`src/rtl/sysctl_pkg.sv`:
```
package sysctl_pkg;
  localparam int DATA_W = 8;
  localparam int MODE_W = 3;

  // bit positions of the port, on both the read and the write side
  localparam int GATE_BIT = 0;
  localparam int SPK_BIT  = 1;
  localparam int RFSH_BIT = 4;
  localparam int OUT_BIT  = 5;

  typedef enum logic [MODE_W-1:0] {
    M_TERM_INT   = 3'd0,
    M_ONE_SHOT   = 3'd1,
    M_RATE       = 3'd2,
    M_SQUARE     = 3'd3,
    M_SW_STROBE  = 3'd4,
    M_HW_STROBE  = 3'd5,
    M_BAD6       = 3'd6,
    M_BAD7       = 3'd7
  } ch_mode_e;

  function automatic logic mode_valid(input logic [MODE_W-1:0] m);
    return (m <= 3'd5);
  endfunction

  function automatic logic mode_gate_trig(input logic [MODE_W-1:0] m);
    unique case (ch_mode_e'(m))
      M_ONE_SHOT, M_RATE, M_SQUARE, M_HW_STROBE: return 1'b1;
      default:                                   return 1'b0;
    endcase
  endfunction
endpackage

```
`src/rtl/sysctl_wreg.sv`:
```
module sysctl_wreg
  import sysctl_pkg::*;
(
  input  logic              clk,
  input  logic              rst_n,
  input  logic              wr_fire,
  input  logic [DATA_W-1:0] wr_data,
  input  logic [MODE_W-1:0] mode,
  output logic              gate_q,
  output logic              spk_q,
  output logic              gate_nxt,
  output logic              upd
);
  assign upd      = wr_fire && mode_valid(mode);
  assign gate_nxt = wr_data[GATE_BIT];

  always_ff @(posedge clk) begin
    if (!rst_n) begin
      gate_q <= 1'b0;
      spk_q  <= 1'b0;
    end else if (upd) begin
      gate_q <= wr_data[GATE_BIT];
      spk_q  <= wr_data[SPK_BIT];
    end
  end
endmodule

```
`src/rtl/sysctl_gate_edge.sv`:
```
module sysctl_gate_edge
  import sysctl_pkg::*;
(
  input  logic              clk,
  input  logic              rst_n,
  input  logic              upd,
  input  logic              gate_cur,
  input  logic              gate_nxt,
  input  logic [MODE_W-1:0] mode,
  output logic              restart
);
  logic rise;
  assign rise = upd && gate_nxt && !gate_cur && mode_gate_trig(mode);

  always_ff @(posedge clk) begin
    if (!rst_n) restart <= 1'b0;
    else        restart <= rise;
  end
endmodule

```
`src/rtl/sysctl_refresh.sv`:
```
module sysctl_refresh #(
  parameter int PERIOD = 750
) (
  input  logic clk,
  input  logic rst_n,
  output logic tog
);
  localparam int CW = (PERIOD > 1) ? $clog2(PERIOD) : 1;
  localparam logic [CW-1:0] LAST = CW'(PERIOD - 1);

  logic [CW-1:0] cnt;

  always_ff @(posedge clk) begin
    if (!rst_n) begin
      cnt <= '0;
      tog <= 1'b0;
    end else if (cnt == LAST) begin
      cnt <= '0;
      tog <= ~tog;
    end else begin
      cnt <= cnt + 1'b1;
    end
  end
endmodule

```
`src/rtl/sysctl_rdmux.sv`:
```
module sysctl_rdmux
  import sysctl_pkg::*;
(
  input  logic              gate,
  input  logic              spk,
  input  logic              rfsh,
  input  logic              out,
  output logic [DATA_W-1:0] rd
);
  always_comb begin
    rd           = '0;
    rd[GATE_BIT] = gate;
    rd[SPK_BIT]  = spk;
    rd[RFSH_BIT] = rfsh;
    rd[OUT_BIT]  = out;
  end
endmodule

```
`src/rtl/sysctl_port.sv`:
```
module sysctl_port
  import sysctl_pkg::*;
#(
  parameter int REFRESH_CYCLES = 750
) (
  input  logic              clk,
  input  logic              rst_n,
  input  logic              wr_valid,
  output logic              wr_ready,
  input  logic [DATA_W-1:0] wr_data,
  output logic [DATA_W-1:0] rd_data,
  input  logic [MODE_W-1:0] ch2_mode,
  input  logic              ch2_out,
  output logic              ch2_restart,
  output logic              ch2_gate,
  output logic              spk_enable
);
  logic fire, upd, gate_nxt, rfsh;

  assign wr_ready = 1'b1;
  assign fire     = wr_valid && wr_ready;

  sysctl_wreg u_wreg (
    .clk(clk), .rst_n(rst_n), .wr_fire(fire), .wr_data(wr_data),
    .mode(ch2_mode), .gate_q(ch2_gate), .spk_q(spk_enable),
    .gate_nxt(gate_nxt), .upd(upd)
  );

  sysctl_gate_edge u_edge (
    .clk(clk), .rst_n(rst_n), .upd(upd), .gate_cur(ch2_gate),
    .gate_nxt(gate_nxt), .mode(ch2_mode), .restart(ch2_restart)
  );

  sysctl_refresh #(.PERIOD(REFRESH_CYCLES)) u_rfsh (
    .clk(clk), .rst_n(rst_n), .tog(rfsh)
  );

  sysctl_rdmux u_mux (
    .gate(ch2_gate), .spk(spk_enable), .rfsh(rfsh), .out(ch2_out),
    .rd(rd_data)
  );
endmodule

```
`config.mk`:
```
export PLATFORM = sky130hd
export DESIGN_NAME = sysctl_port
export DESIGN_NICKNAME = d
export VERILOG_FILES = /design/src/rtl/sysctl_pkg.sv /design/src/rtl/sysctl_wreg.sv /design/src/rtl/sysctl_gate_edge.sv /design/src/rtl/sysctl_refresh.sv /design/src/rtl/sysctl_rdmux.sv /design/src/rtl/sysctl_port.sv
export SDC_FILE = /design/constraint.sdc
export NUM_CORES = 1
export LEC_CHECK = 0
export ABC_AREA = 1
export CELL_PAD_IN_SITES_DETAIL_PLACEMENT = 1
export CELL_PAD_IN_SITES_GLOBAL_PLACEMENT = 2
export CORE_MARGIN = 1.5
export CORE_UTILIZATION = 22
export CTS_CLUSTER_SIZE = 25
export DETAILED_ROUTE_END_ITERATION = 6
export GPL_ROUTABILITY_DRIVEN = 0
export PLACE_DENSITY = 0.76
export SYNTH_ARGS = -nofsm -noshare
export SYNTH_HDL_FRONTEND = slang
export SYNTH_SLANG_ARGS = --single-unit
export TNS_END_PERCENT = 5
```
`constraint.sdc`:
```
create_clock -name clk -period 1.2 [get_ports clk]
set_input_delay 0.12 -clock clk [delete_from_list [all_inputs] [get_ports clk]]
set_output_delay 0.12 -clock clk [all_outputs]
set_load 0.005 [all_outputs]
```
==> flow_metrics.env <==
export IMPL_syn_instance_count=93
export IMPL_synth_cell_area_um2=707
export IMPL_grt_max_degree=10
export IMPL_setup_viol=0
export IMPL_hold_path_class="primary input to primary output"
export IMPL_ant_nets=0
export IMPL_fin_crit_ps=1130
export IMPL_synth_avg_cell_area_um2=7.60
export IMPL_initial_core_util_pct=23.2
export IMPL_end_kind="flip-flop"
export IMPL_antenna_found_initial=0
export IMPL_grt_use_total_pct=8.80
export IMPL_cts_hold_buf=0
export IMPL_routed_wirelength_um=1490
export IMPL_post_route_drc_count=0
export IMPL_antenna_cells=0
export IMPL_async_reset_ff_share_pct=0
export IMPL_critPathLaunchType="flip-flop"
export IMPL_die_x_um=59.7
export IMPL_dieArea_mm2=0.00356
export IMPL_cts_tree="done"
export IMPL_synthTopCellsByArea="dfxtp_1 40%, nand2_1 10%, buf_4 9.6%"
export IMPL_cp_required_ps=1410
export IMPL_fmax_mhz=882
export IMPL_place_hpwl_um=1120
export IMPL_synth_top_area_cell="dfxtp_1"
export IMPL_grt_pass1_vias=587
export IMPL_htreeDepth=1
export IMPL_crit_type="flip-flop to flip-flop"
export IMPL_ys_flop_type="dfxtp_1"
export IMPL_place_inst=146
export IMPL_layoutNonFillerInstCount=151
export IMPL_grt_ovfl_total=0
export IMPL_cts_buffers=3
export IMPL_post_drt_wl_per_cell_um=9.86
export IMPL_vias_per_cell=4.01
export IMPL_setup_ws_ps=65.8
export IMPL_final_util_pct=30.8
export IMPL_vias=605
export IMPL_rsz0062_at_grt="yes"
export IMPL_maxCapViolations=0
export IMPL_finalHoldViolCount=0
export IMPL_fin_crit_sh_pct=94.5
export IMPL_p_leak_nw=0.376
export IMPL_insertion_delay_ps=270
export IMPL_ys_top_cells_by_count="19 x nand2_1, 17 x nor2_1, 14 x dfxtp_1"
export IMPL_die_h_um=59.7
export IMPL_drive_above_1_share_pct=23.4
export IMPL_cts_root_buffer="clkbuf_4"
export IMPL_yosysSeqAreaShare_pct=39.6
export IMPL_maxSlewViolCount=0
export IMPL_multi_input_area_um2=388
export IMPL_dp_slack_ps=-32.3
export IMPL_post_synth_top_count_cell="nand2_1"
export IMPL_nFillCells=395
export IMPL_syn2layout_area_growth_pct=32.9
export IMPL_io_buffers=13
export IMPL_vdd_drop_max_mv=0.289
export IMPL_ys_ff_latch=14
export IMPL_synth_cell_types=18
export IMPL_whs_ps=240
export IMPL_synth_top_area_share_pct=39.6
export IMPL_skew_ps=4.44
export IMPL_cts_sinks=14
export IMPL_nets=125
export IMPL_fin_tns_setup_ps=0
export IMPL_regArea_um2=289
export IMPL_critPathMaxFanout=4
export IMPL_ys_warn_count=0
export IMPL_p_per_area_mw_per_mm2=991
export IMPL_drtIter0Drc=2
export IMPL_rows=20
export IMPL_grt_pass1_wl_um=2390
export IMPL_status="finished, final reports clean"
export IMPL_synth_edf_count=0
export IMPL_ctsLongestPathBuffers=2
export IMPL_critical_path_arrival_ps=1340
export IMPL_dr_pass1_iters=2
export IMPL_core_mm2=0.00305
export IMPL_clk_pin_slew_worst_paths_ps=90
export IMPL_pin_count=27
-- report_power, final --
part,internal (mW),switching (mW)
Combinational,0.0551,0.0448
Sequential,0.480,0.0143
Clock,0.184,0.153
Total,0.719,0.213
-- cell usage in the layout (no fill, tap or decap), types with 3 or more instances in the layout --
cell type        Yosys  routed
nand2_1             19      18
nor2_1              17      14
dfxtp_1             14       9
inv_1                9       8
clkdlybuf4s50_1      0       7
dlygate4sd2_1        0       6
conb_1               2       5
nand3_1              4       4
dfxtp_2              0       4
nor2_4               2       3
nor2_2               1       3
xor2_1               3       3
clkbuf_4             0       3
-- stage by stage --
stage / cell area (µm²) / total power, mW
4_1_cts: 888 / 0.928
2_1_floorplan: 718 / 0.558
3_3_place_gp: 851 / 0.592
6_report: 940 / 0.931
3_5_place_dp: 851 / 0.596
5_1_grt: 940 / 0.988
-- registers in the layout, indices dropped and copies added (netlist names) --
signal and flops:
u_edge.restart 1, u_rfsh.cnt 10, u_rfsh.tog 1, u_wreg.gate_q 1
u_wreg.spk_q 1
-- cell families (layout without fill, tap and decap cells) --
kind of cell	Yosys count	after routing	share of synthesized area [%]
simple gates	48	49	32.0
buf+inv	18	28	14.3
flops	14	14	39.6
xor+xnor	5	5	6.20
compound gates	4	4	3.19
fa+ha+maj	2	2	3.54
other cells	2	5	1.06
-- layer usage --
layer | GRT usage (%) | up-vias | share of wire [%]
li1 | - | 300 | -
met1 | 9.14 | 294 | 40
met2 | 16.5 | 9 | 56
met3 | 0.866 | 2 | 1.7
met4 | 5.71 | 0 | 2.1
met5 | 0 | - | 0
-- worst paths after layout --
path	startpoint	endpoint	slack (ps)	cells past startpoint
max	u_rfsh.cnt[0]	u_rfsh.cnt[8]	70	5
min	ch2_out	rd_data[5]	240	0
max reg2reg	u_rfsh.cnt[0]	u_rfsh.cnt[8]	70	5
min reg2reg	u_wreg.gate_q	u_edge.restart	440	1
-- layout make-up --
type	instances	area share [%]
multi-input combinational	65	41.3
sequential	14	30.8
timing repair buffer	15	14.6
tap	44	5.86
clock buffer	4	3.86
inverter	9	3.60
-- critical path: stages, from the launching register on --
cell and delay (ps):
dfxtp_4 380, ha_1 190, nand3_2 140, nor2_4 140, nand3_1 80, a21oi_1 140
-- what timing repair did --
action | 4_1_cts | 5_1_grt
endpoints found under the setup margin | 15 | 11
gates resized for setup | 10 | 13
gates cloned | 0 | 1
buffers inserted | 0 | 0
pin swaps | 0 | 4
Power figures use the tool's default switching activity.
